[src/rtl/irwp_pkg.sv]
// Shared types for the window pointer controller.
// Assumes: one strobe decode per cycle, consumed by the top module.
package irwp_pkg;
    typedef enum logic [1:0] {
        OP_IDLE = 2'd0,
        OP_CALL = 2'd1,
        OP_RET  = 2'd2,
        OP_BOTH = 2'd3
    } irwp_op_e;
endpackage

[src/rtl/irwp_addr_split.sv]
// Splits a callee address into its window field (top bits) and a jump
// address with the window bits cleared.
// Assumes: the window field sits at the most significant WIN_W bits.
module irwp_addr_split #(
    parameter int unsigned ADDR_W = 32,
    parameter int unsigned WIN_W  = 2
) (
    input  logic [ADDR_W-1:0] target_i,
    output logic [WIN_W-1:0]  win_o,
    output logic [ADDR_W-1:0] jump_o
);
    localparam int unsigned BODY_W = ADDR_W - WIN_W;

    // Separate window field from the address body.
    always_comb begin
        win_o  = target_i[ADDR_W-1 -: WIN_W];
        jump_o = {{WIN_W{1'b0}}, target_i[BODY_W-1:0]};
    end
endmodule

[src/rtl/irwp_ret_stack.sv]
// Circular return stack holding {return address, caller window} frames.
// A push onto a full stack overwrites the oldest frame; a pop of an empty
// stack changes nothing and reports underflow.
// Assumes: DEPTH is a power of two so the write pointer wraps naturally.
module irwp_ret_stack #(
    parameter int unsigned ADDR_W = 32,
    parameter int unsigned WIN_W  = 2,
    parameter int unsigned DEPTH  = 8
) (
    input  logic              clk,
    input  logic              rst_n,
    input  logic              push_i,
    input  logic              pop_i,
    input  logic [ADDR_W-1:0] push_addr_i,
    input  logic [WIN_W-1:0]  push_win_i,
    output logic [ADDR_W-1:0] top_addr_o,
    output logic [WIN_W-1:0]  top_win_o,
    output logic              empty_o,
    output logic              full_o
);
    localparam int unsigned PTR_W = (DEPTH > 1) ? $clog2(DEPTH) : 1;
    localparam int unsigned CNT_W = $clog2(DEPTH + 1);
    localparam logic [CNT_W-1:0] CNT_MAX = CNT_W'(DEPTH);

    logic [ADDR_W-1:0] mem_addr [DEPTH];
    logic [WIN_W-1:0]  mem_win  [DEPTH];
    logic [PTR_W-1:0]  wr_ptr;
    logic [PTR_W-1:0]  top_ptr;
    logic [CNT_W-1:0]  count;

    // Status and newest-frame read port.
    always_comb begin
        empty_o    = (count == '0);
        full_o     = (count == CNT_MAX);
        top_ptr    = wr_ptr - PTR_W'(1);
        top_addr_o = empty_o ? '0 : mem_addr[top_ptr];
        top_win_o  = empty_o ? '0 : mem_win[top_ptr];
    end

    // Frame storage: written on push, no reset needed.
    always_ff @(posedge clk) begin
        if (push_i) begin
            mem_addr[wr_ptr] <= push_addr_i;
            mem_win[wr_ptr]  <= push_win_i;
        end
    end

    // Pointer and occupancy tracking.
    always_ff @(posedge clk) begin
        if (!rst_n) begin
            wr_ptr <= '0;
            count  <= '0;
        end else if (push_i) begin
            wr_ptr <= wr_ptr + PTR_W'(1);
            if (!full_o) count <= count + CNT_W'(1);
        end else if (pop_i && !empty_o) begin
            wr_ptr <= wr_ptr - PTR_W'(1);
            count  <= count - CNT_W'(1);
        end
    end

    // occupancy never exceeds the depth, even under repeated overflow.
    assert_count_bound_R6: assert property (@(posedge clk) disable iff (!rst_n)
        count <= CNT_MAX);

    // a push on a full stack leaves it full.
    assert_full_stays_R6: assert property (@(posedge clk) disable iff (!rst_n)
        (push_i && full_o) |=> full_o);

    // popping an empty stack leaves it empty.
    assert_empty_stays_R7: assert property (@(posedge clk) disable iff (!rst_n)
        (pop_i && !push_i && empty_o) |=> empty_o);
endmodule

[src/rtl/irwp_pwr_decode.sv]
// Turns the live window index into one power enable per bank.
// Assumes: NWIN equals 2**WIN_W.
module irwp_pwr_decode #(
    parameter int unsigned WIN_W = 2,
    parameter int unsigned NWIN  = 4
) (
    input  logic [WIN_W-1:0] win_i,
    output logic [NWIN-1:0]  pwr_en_o
);
    // One comparator per bank.
    for (genvar g = 0; g < NWIN; g++) begin : g_bank
        assign pwr_en_o[g] = (win_i == WIN_W'(g));
    end
endmodule

[src/rtl/irwp_ctrl.sv]
// Window pointer controller: selects the live instruction register bank on
// calls and returns, saves and restores the caller's window on a return
// stack, and drives one-hot bank power enables.
// Assumes: strobes are single-cycle; both strobes together are ignored.
module irwp_ctrl #(
    parameter int unsigned ADDR_W = 32,
    parameter int unsigned WIN_W  = 2,
    parameter int unsigned DEPTH  = 8
) (
    input  logic                  clk,
    input  logic                  rst_n,
    input  logic                  call_i,
    input  logic                  ret_i,
    input  logic [ADDR_W-1:0]     call_target_i,
    input  logic [ADDR_W-1:0]     call_link_i,
    output logic [ADDR_W-1:0]     jump_addr_o,
    output logic [ADDR_W-1:0]     ret_addr_o,
    output logic [WIN_W-1:0]      win_o,
    output logic [(1<<WIN_W)-1:0] pwr_en_o,
    output logic                  ovf_o,
    output logic                  unf_o
);
    import irwp_pkg::*;

    localparam int unsigned NWIN = 1 << WIN_W;

    irwp_op_e          op;
    logic [WIN_W-1:0]  tgt_win;
    logic [WIN_W-1:0]  top_win;
    logic              stk_empty;
    logic              stk_full;
    logic              do_push;
    logic              do_pop;

    // Decode the strobe pair into one operation.
    always_comb begin
        op      = irwp_op_e'({ret_i, call_i});
        do_push = (op == OP_CALL);
        do_pop  = (op == OP_RET);
    end

    irwp_addr_split #(.ADDR_W(ADDR_W), .WIN_W(WIN_W)) u_split (
        .target_i (call_target_i),
        .win_o    (tgt_win),
        .jump_o   (jump_addr_o)
    );

    irwp_ret_stack #(.ADDR_W(ADDR_W), .WIN_W(WIN_W), .DEPTH(DEPTH)) u_stack (
        .clk         (clk),
        .rst_n       (rst_n),
        .push_i      (do_push),
        .pop_i       (do_pop),
        .push_addr_i (call_link_i),
        .push_win_i  (win_o),
        .top_addr_o  (ret_addr_o),
        .top_win_o   (top_win),
        .empty_o     (stk_empty),
        .full_o      (stk_full)
    );

    irwp_pwr_decode #(.WIN_W(WIN_W), .NWIN(NWIN)) u_pwr (
        .win_i    (win_o),
        .pwr_en_o (pwr_en_o)
    );

    // Window pointer register and overflow/underflow pulses.
    always_ff @(posedge clk) begin
        if (!rst_n) begin
            win_o <= '0;
            ovf_o <= 1'b0;
            unf_o <= 1'b0;
        end else begin
            ovf_o <= do_push && stk_full;
            unf_o <= do_pop && stk_empty;
            if (do_push)
                win_o <= tgt_win;
            else if (do_pop)
                win_o <= stk_empty ? '0 : top_win;
        end
    end

    // a lone call selects the window encoded in the target.
    assert_call_win_R2: assert property (@(posedge clk) disable iff (!rst_n)
        (call_i && !ret_i) |=> win_o == $past(call_target_i[ADDR_W-1 -: WIN_W]));

    // a lone return on a non-empty stack restores the saved window.
    assert_ret_restore_R4: assert property (@(posedge clk) disable iff (!rst_n)
        (ret_i && !call_i && !stk_empty) |=> win_o == $past(top_win));

    // exactly one bank is powered, and it is the live one.
    assert_pwr_onehot_R5: assert property (@(posedge clk) disable iff (!rst_n)
        ($countones(pwr_en_o) == 1) && pwr_en_o[win_o]);

    // an underflow pulse always comes with window 0.
    assert_unf_win0_R7: assert property (@(posedge clk) disable iff (!rst_n)
        unf_o |-> (win_o == '0));

    // simultaneous strobes leave the window and flags quiet.
    assert_both_ignored_R8: assert property (@(posedge clk) disable iff (!rst_n)
        (call_i && ret_i) |=> ($stable(win_o) && !ovf_o && !unf_o));

    // the two flags never pulse together.
    assert_flags_exclusive_R9: assert property (@(posedge clk) disable iff (!rst_n)
        !(ovf_o && unf_o));
endmodule

[config.mk]
export PLATFORM = sky130hd
export DESIGN_NAME = irwp_ctrl
export DESIGN_NICKNAME = d
export VERILOG_FILES = /design/src/rtl/irwp_pkg.sv /design/src/rtl/irwp_addr_split.sv /design/src/rtl/irwp_ret_stack.sv /design/src/rtl/irwp_pwr_decode.sv /design/src/rtl/irwp_ctrl.sv
export SDC_FILE = /design/constraint.sdc
export NUM_CORES = 1
export LEC_CHECK = 0
export BUFFER_PORTS_ARGS = -buffer_cell sky130_fd_sc_hd__buf_2
export CAP_MARGIN = 0
export CORE_ASPECT_RATIO = 1.4
export CORE_UTILIZATION = 45
export CTS_BUF_LIST = sky130_fd_sc_hd__clkbuf_4 sky130_fd_sc_hd__clkbuf_8 sky130_fd_sc_hd__clkbuf_16
export CTS_CLUSTER_DIAMETER = 150
export DETAILED_ROUTE_END_ITERATION = 12
export GPL_TIMING_DRIVEN = 0
export MAX_ROUTING_LAYER = met4
export PLACE_DENSITY_LB_ADDON = 0.1
export SLEW_MARGIN = 20
export SYNTH_ARGS = -nofsm -noshare
export SYNTH_HDL_FRONTEND = slang
export SYNTH_SLANG_ARGS = --single-unit
[constraint.sdc]
create_clock -name clk -period 4.4 [get_ports clk]
set_input_delay 0.22 -clock clk [delete_from_list [all_inputs] [get_ports clk]]
set_output_delay 0.22 -clock clk [all_outputs]
set_load 0.01 [all_outputs]
Yosys cells after proc, flatten, opt, wreduce, memory -nomap -nowiden:

Memories as Yosys holds them, arrays and structs flattened.
Cells that the tools add are included.

* add/subtract/negate cells: 4
* equality and inequality tests: 7
* mux-type cells: 11
* reductions and logical operators: 9

Operators by type and width (count)
* 2-to-1 mux 32 bit: 1
* 2-to-1 mux 4 bit: 3
* == test 2 bit (second input constant): 3
* 2-to-1 mux 2 bit: 3
* 2-to-1 mux 3 bit: 2
* adder 4 x 1 -> 4 bit (second input constant): 1
* == test 2 x 1 -> 1 bit (second input constant): 2
* == test 4 bit (second input constant): 1
* zero test 4 bit: 1
* nonzero test 2 bit: 2
* subtractor 4 x 1 -> 4 bit (second input constant): 1
* adder 3 x 1 -> 3 bit (second input constant): 1
* logical AND 1 bit: 3
* subtractor 3 x 1 -> 3 bit (second input constant): 1
* zero test 2 bit: 1
* 2-to-1 mux 1 bit: 2
* inequality test 2 bit (second input constant): 1
* AND reduction 2 bit: 1
* zero test 1 bit: 1

* register bits: 11
* RAM bits: 272
* input bits: 68
* output and inout port bits: 72
* logic and storage cells: 38
* memories kept: 2

Memory list
* u_stack.mem_addr: depth 8, bits a word 32, rd ports 1, clocked after Yosys merged registers in 0, write ports 1, line irwp_ret_stack.sv:25 `logic [ADDR_W-1:0] mem_addr [DEPTH];`
* u_stack.mem_win: depth 8, bits a word 2, rd ports 1, clocked after Yosys merged registers in 0, write ports 1, line irwp_ret_stack.sv:26 `logic [WIN_W-1:0] mem_win [DEPTH];`

Longest topological paths before layout:

Gate-level depths: netlist of the first run.

* depth in word-level cells: 5
* mapped depth: 11
* mapped depth without buffers: 9

Modules after synthesis:

Synthesis of the first run repeated with hierarchy kept, for this count alone.

* cells, all modules: 592
* area total of the unflattened synthesis: 11280.8 µm²

By module, submodules not included
* irwp_ret_stack: times used 1, cells each 534, area an instance 10812.9 µm², seq. area each 8308.0 µm²
* irwp_addr_split: times used 1, cells each 35, area an instance 259.0 µm², seq. area each 0.0 µm²
* irwp_ctrl: times used 1, cells each 19, area an instance 182.7 µm², seq. area each 80.1 µm²
* irwp_pwr_decode: times used 1, cells each 4, area an instance 26.3 µm², seq. area each 0.0 µm²

Worst setup path before layout of the first run:

No wires, ideal clock.

* path kind: input port to flip-flop
* start point: input ret_i
* end point: memory u_stack.mem_addr[2][0], enable pin
* data arrival time: 3339 ps
* data required time: 3932 ps
* slack: 594 ps
* cell stages on the path: 6
* buffers on the path: 2
* cells stage by stage: inv_1 ha_1 buf_2 buf_1 nand2_1 nor3_1

* cells in the longest elaborated chain, start to end: 3

RTL lines
* start, declared: line irwp_ctrl.sv:13 `input logic ret_i,`
* == test 2 x 1 -> 1 bit: line irwp_ctrl.sv:38 `do_push = (op == OP_CALL);`
* 2-to-1 mux 1 bit: line irwp_ret_stack.sv:42 `if (push_i) begin`
* 2-to-1 mux 1 bit (not written as such): line irwp_ret_stack.sv:43 `mem_addr[wr_ptr] <= push_addr_i;`
* end, declared: line irwp_ret_stack.sv:25

No other way between the ends.

Worst setup path after layout of the first run:

* start point: register u_stack.wr_ptr[0]
* end point: output ret_addr_o[20]

* cells in the longest elaborated chain, start to end: 3

RTL lines
* start, declared: line irwp_ret_stack.sv:27 `logic [PTR_W-1:0] wr_ptr;`
* start signal, assigned: line irwp_ret_stack.sv:54 `wr_ptr <= wr_ptr + PTR_W'(1);`
* start signal, assigned: line irwp_ret_stack.sv:57 `wr_ptr <= wr_ptr - PTR_W'(1);`
* subtractor 3 x 1 -> 3 bit: line irwp_ret_stack.sv:35 `top_ptr = wr_ptr - PTR_W'(1);`
* memory read (8 x 32 bit)
* 2-to-1 mux 32 bit: line irwp_ret_stack.sv:36 `top_addr_o = empty_o ? '0 : mem_addr[top_ptr];`
* end, declared: line irwp_ctrl.sv:17 `output logic [ADDR_W-1:0] ret_addr_o,`

No other way between the ends.

==> metrics.cfg, run 1 <==
[outcome]
status=finished clean

[synthesis]
yosys.area.top_type_share=0.719
yosys.cell_types.count=38
yosys_register_bits=283
yosys-top-cells-area=edfxtp_1 (72%), mux4_2 (13%), nand2_1 (2.6%)
ys_seq_area_frac=0.739
ys.warnings.count=0
synth.avg_cell_area_sq_um=19.1
synth_largest_area_cell=edfxtp_1
synthCells=596
synth_area_sq_um=11400

[worst_setup_path]
endpoint_kind=primary output
crit_slowest_cell=dfxtp_1
worst-path-max-fanout=10
cp_top_family=buffers and inverters
rrSetupSlack_ns=2.20
arrival_ns=3.15
path_cells=buf_2 > inv_1 > ha_1 > buf_2 > buf_4 > buf_2 > mux4_2 > nand2_1 > a21oi_1 > buf_2
cp_data_required_time_ns=4.18
crit_top_cell=buf_2
start_kind=flip-flop
cp.buffers_inverters=6
cp_slowest_stage_delay_ns=0.38
path_class=reg -> out

[drt]
ant_nets=0
wl_per_cell_microns=21.6
drc=0
drt_iter0_drc=400
vias=5957
avgViaCountPerCell=5.34
drt_pass1_iterations=4
drt_wl_total_mm=24.1

[clock_network]
clock_sinks=283
post_cts_buffers=0
cts_buffers=27
cts-root-buf=clkbuf_16
insertion_delay_ns=0.53
clockBufferDepth=3
path_clk_slew_ns=0.06
cts_tree=yes
h-tree-depth=1

[floorplan]
io_pins=140
die_area_sq_um=25900
die_w_microns=136
placeableCoreArea_sq_um=24800
start_util=0.459
rows=68
die_h_microns=190

[grt]
gr-total-overflow=0
track_usage=0.200
grt_pass1_vias=6258
antenna_found_initial=0
grt_pass1_wl_mm=36.7
grt_max_degree=20

[timing]
rsz0062_at_grt=no
fin_crit_sh=0.765
relSlewSlack=0.303
clock_skew_ns=0.0166
final-setup-viol-count=0
maxSlewViolCount=0
period_minus_slack_ns=3.37
hold_viol_final=0
worst_slew_pin_slew_ns=1.04
fmax_mhz=297

[pwr]
p_int_w=0.00496
netSwitchingFraction=0.297
p_per_area_nw_per_um2=516
power_leakage_nw=4.77
ir_drop_mv=0.424
combPwrFrac=0.265
switchingPower_w=0.00209
sequentialPowerShare=0.443
clock_power_share=0.293
totalPowerFinal_w=0.00705

[final_layout]
area_growth_pct=20.3
final_nets=858
nFillCells=2016
drive_gt1_frac=0.375
fin_util=0.552
diodes=0

[place]
io_buffers=107
gp_congestion=0.767
dp_hpwl_mm=15.1

[worst_hold_path]
hold_path.class=in -> reg

[flow_run]
drv_cap=0

-- final timing paths --
path,startpoint,end,depth (start not counted)
worst min register to register,u_stack.count[3],u_stack.count[3],2
worst min-delay path,call_target_i[31],win_o[1],5
worst max register to register,u_stack.wr_ptr[0],win_o[0],8
worst max-delay path,u_stack.wr_ptr[0],ret_addr_o[20],10
-- cells by family (layout without fill, tap and decap cells) --
logic type / Yosys count / after routing / synth area share
flip-flops: 283 / 283 / 0.739
AND/OR/NAND/NOR: 108 / 108 / 0.0408
multiplexers: 73 / 73 / 0.139
buffers and inverters: 67 / 270 / 0.0434
AO/OA/AOI/OAI: 51 / 51 / 0.0246
adder cells (fa/ha/maj): 7 / 7 / 0.00771
XOR/XNOR: 6 / 6 / 0.00529
other: 1 / 2 / 0.000330
-- power groups by stage --
stage                     Clock (W)  Sequential, W  Combinational (W)
after global placement            0        0.00318            0.00183
after global routing        0.00221        0.00313            0.00204
after CTS                   0.00211        0.00312            0.00191
after floorplan                   0        0.00317            0.00116
after detailed placement          0        0.00318            0.00188
final                       0.00207        0.00312            0.00187
-- cell usage after synthesis --
master,instances
inv_1,6
buf_8,2
nor3_1,2
ha_1,7
nor2b_1,3
xnor2_1,3
xor2_2,1
nand3_1,2
clkbuf_1,4
buf_6,1
a21oi_2,2
edfxtp_1,272
a21oi_1,36
and4_1,1
nor3_2,1
o221ai_1,1
and3_1,1
buf_2,15
a21boi_0,1
buf_1,1
nand2_1,79
buf_4,34
nor2_1,10
mux2i_1,5
xor2_1,2
o211a_1,1
o21ai_0,6
nand2b_2,1
dfxtp_1,11
buf_12,4
nand2b_1,2
o21ai_1,2
a21boi_1,2
or3_1,2
nor4_2,1
and2_1,3
mux4_2,68
conb_1,1
-- area by class of cell --
type / count / area, sq um / share of cell area
flip-flops and latches: 283 / 8390 / 0.614
clock inverters: 15 / 65.1 / 0.00476
repair buffers: 157 / 1080 / 0.0793
plain buffers: 61 / 470 / 0.0344
well taps: 315 / 394 / 0.0288
inverters: 6 / 22.5 / 0.00165
clock buffers: 31 / 706 / 0.0516
multi-input cells: 247 / 2530 / 0.185
-- metrics by stage --
step	setup TNS [ns]	setup slack, ns	cell area (sq um)	instances	hold slack [ns]
floorplan	0	0.594	11400	597	0.319
global placement	-195.57	-2.27	12300	1019	0.475
detailed placement	0	1.46	12600	1036	0.497
CTS	0	0.943	13700	1115	0.0509
global route	0	0.833	13700	1115	0.106
finish	0	1.03	13700	1115	0.0725
-- what timing repair did --
item                                   in CTS  in global routing
hold buffers                               33                  0
endpoints found under the hold margin     258                  0
gates resized for setup                     0                  0
-- state kept, by name, indices dropped and copies added, names as in the netlist --
register          count
u_stack.mem_addr    256
u_stack.mem_win      16
u_stack.count         4
u_stack.wr_ptr        3
win_o                 2
ovf_o                 1
unf_o                 1
-- cells in the final DEF (no fill, tap or decap), drive strengths merged, types with 5 or more instances in the layout --
master and instances:
buf 181, clkinv 15, a21oi 38, clkbuf 35, dfxtp 11, mux4 68
nand2 79, mux2i 5, o21ai 8, inv 6, ha 7, dlygate4sd3 33
nor2 10, edfxtp 272
-- metal layers --
layer	global-route usage	vias to the layer above	share of wire
li1	-	2677	-
met1	0.251	3055	0.41
met2	0.343	182	0.53
met3	0.0245	43	0.048
met4	0.0491	0	0.018
met5	-	-	0
-- worst register-to-register path, stage by stage, from the launching register on --
cell and delay (ns):
dfxtp_1 0.38, buf_2 0.32, inv_1 0.14, ha_1 0.31, buf_2 0.16, buf_4 0.23, mux4_2 0.33, mux2i_1 0.16
o21ai_1 0.07
No activity file was read; power rests on OpenSTA's default activity.
==> run 2: changes to the inputs <==
Clock period 4.4 ns to 3.2 ns, I/O delays scaled along.
==> metrics.cfg, run 2 (same netlist as run 1, synthesis figures left out) <==
[worst_hold_path]
hold_path.class=in -> reg
min_to=unf_o
hp-start=ret_i
min_path_cells=3

[worst_setup_path]
path_cells=clkbuf_4 > inv_1 > ha_1 > xor2_4 > clkbuf_4 > nand2_1 > a21oi_1 > buf_2
cp_data_required_time_ns=3.04
cp_slowest_stage_delay_ns=0.38
crit_slowest_cell=dfxtp_1
worst-path-max-fanout=10
rrSetupSlack_ns=0.99
endpoint_kind=primary output
cp.buffers_inverters=4
ff2ff_path_depth=8
timing.rr.end=win_o[1]
path_class=reg -> out
cp_top_family=buffers and inverters
start_kind=flip-flop
arrival_ns=2.85
timing.rr.start=u_stack.wr_ptr[0]
crit_top_cell=clkbuf_4

[grt]
grt_pass1_vias=6145
gr-total-overflow=0
antenna_found_initial=0
grt_max_degree=21
grt_pass1_wl_mm=36.0
track_usage=0.197

[drt]
drt_wl_total_mm=24.0
drc=0
ant_nets=0
drt_pass1_iterations=4
wl_per_cell_microns=21.4
drt_iter0_drc=398
avgViaCountPerCell=5.33
vias=5956

[place]
dp_hpwl_mm=15.2
io_buffers=107
gp_congestion=0.770
placed_cells=1032
dpl-instance-area_sq_um=12600

[timing]
period_minus_slack_ns=3.01
relSlewSlack=0.338
clock_skew_ns=0.0249
hold_viol_final=0
hold_ws_ns=0.132
rsz0062_at_grt=yes
final-setup-viol-count=0
worst_slew_pin_slew_ns=0.985
fin_crit_sh=0.939
maxSlewViolCount=0
setup_tns_ns=0
fmax_mhz=333

[clock_network]
cts_buffers=28
h-tree-depth=1
insertion_delay_ns=0.54
cts-root-buf=clkbuf_16
cts_tree=yes
path_clk_slew_ns=0.06
clock_sinks=283
clockBufferDepth=3

[final_layout]
stdcell_count=1117
top_register=u_stack.mem_addr
area_growth_pct=22.4
nFillCells=1989
diodes=0
final_cell_mix=edfxtp_1 (272), buf_2 (117), nand2_1 (79)
top_regs=u_stack.mem_addr: 256 flops, u_stack.mem_win: 16 flops, u_stack.count: 4 flops
final_cell_area_sq_um=13900
regArea_sq_um=8390
largest_reg_flops=256
layout_commonest_cell=edfxtp_1
multiInputGateArea_sq_um=2560
drive_gt1_frac=0.378
final_nets=856

[pwr]
p_per_area_nw_per_um2=725
power_leakage_nw=4.83
combPwrFrac=0.258
switchingPower_w=0.00293
p_int_w=0.00714
netSwitchingFraction=0.291
clock_power_share=0.316
sequentialPowerShare=0.426
ir_drop_mv=0.478

[floorplan]
die_area_sq_um=25900
io_pins=140
die_h_microns=190
start_util=0.459
placeableCoreArea_sq_um=24800
die_w_microns=136
rows=68

[flow_run]
drv_cap=0

[outcome]
status=finished clean

-- run 2: cell count changes in the layout (fill, tap and decap cells not counted), moves of 3 or more --
| cell | before | now |
|---|---|---|
| buf_16 | 1 | 4 |
| buf_8 | 3 | 6 |
| buf_2 | 122 | 117 |
| buf_4 | 44 | 33 |
| clkbuf_4 | 4 | 10 |
-- run 2: area by class of cell --
class                   instances  area share
inverters                       6     0.00162
clock inverters                16     0.00919
repair buffers                155      0.0826
multi-input cells             247       0.185
plain buffers                  60      0.0345
flip-flops and latches        283       0.604
clock buffers                  35      0.0555
well taps                     315      0.0284
-- run 2: routing by layer --
metal / GRT usage / share of wire / vias to the layer above
met3: 0.0242 / 0.047 / 31
met1: 0.247 / 0.41 / 3059
met2: 0.339 / 0.53 / 181
met4: 0.0474 / 0.015 / 0
met5: - / 0 / -
li1: - / - / 2685
-- run 2: what timing repair did --
action,4_1_cts,5_1_grt
endpoints found under the hold margin,260,0
buffers inserted,0,0
setup endpoints to repair,16,21
resized for setup,2,5
hold buffers,35,0
-- run 2: power by group through the flow --
stage | clock network, W | registers (W) | logic [W]
floorplan | 0 | 0.00436 | 0.00160
global placement | 0 | 0.00437 | 0.00249
detailed placement | 0 | 0.00437 | 0.00259
CTS | 0.00323 | 0.00429 | 0.00264
global route | 0.00338 | 0.00431 | 0.00283
finish | 0.00318 | 0.00429 | 0.00260
-- run 2: worst max-delay path by stage --
stage / start / to / slack (ns) / depth (start not counted)
final: u_stack.wr_ptr[0] / ret_addr_o[20] / 0.19 / 8
after global routing: u_stack.wr_ptr[0] / ret_addr_o[1] / -0.006 / 8
after CTS: u_stack.wr_ptr[0] / ret_addr_o[20] / 0.01 / 8
after detailed placement: u_stack.wr_ptr[0] / ret_addr_o[20] / 0.35 / 10
after global placement: ret_i / u_stack.mem_addr[3][14] / -1.48 / 7
after floorplan: ret_i / u_stack.mem_addr[6][0] / 0.36 / 6
-- run 2: worst register-to-register path: stages (launching register included) --
cell,delay [ns]
dfxtp_1,0.38
clkbuf_4,0.29
inv_1,0.11
ha_1,0.28
buf_2,0.16
buf_6,0.28
mux4_2,0.36
mux2i_1,0.16
o21ai_1,0.08
-- run 2: per-stage QoR --
step	worst slack, ns	utilization	total power [W]
floorplan	0.363	-	0.00595
global placement	-1.48	0.497	0.00686
detailed placement	0.353	0.510	0.00696
CTS	0.0139	0.561	0.0102
global route	-0.00557	0.561	0.0105
finish	0.194	0.561	0.0101
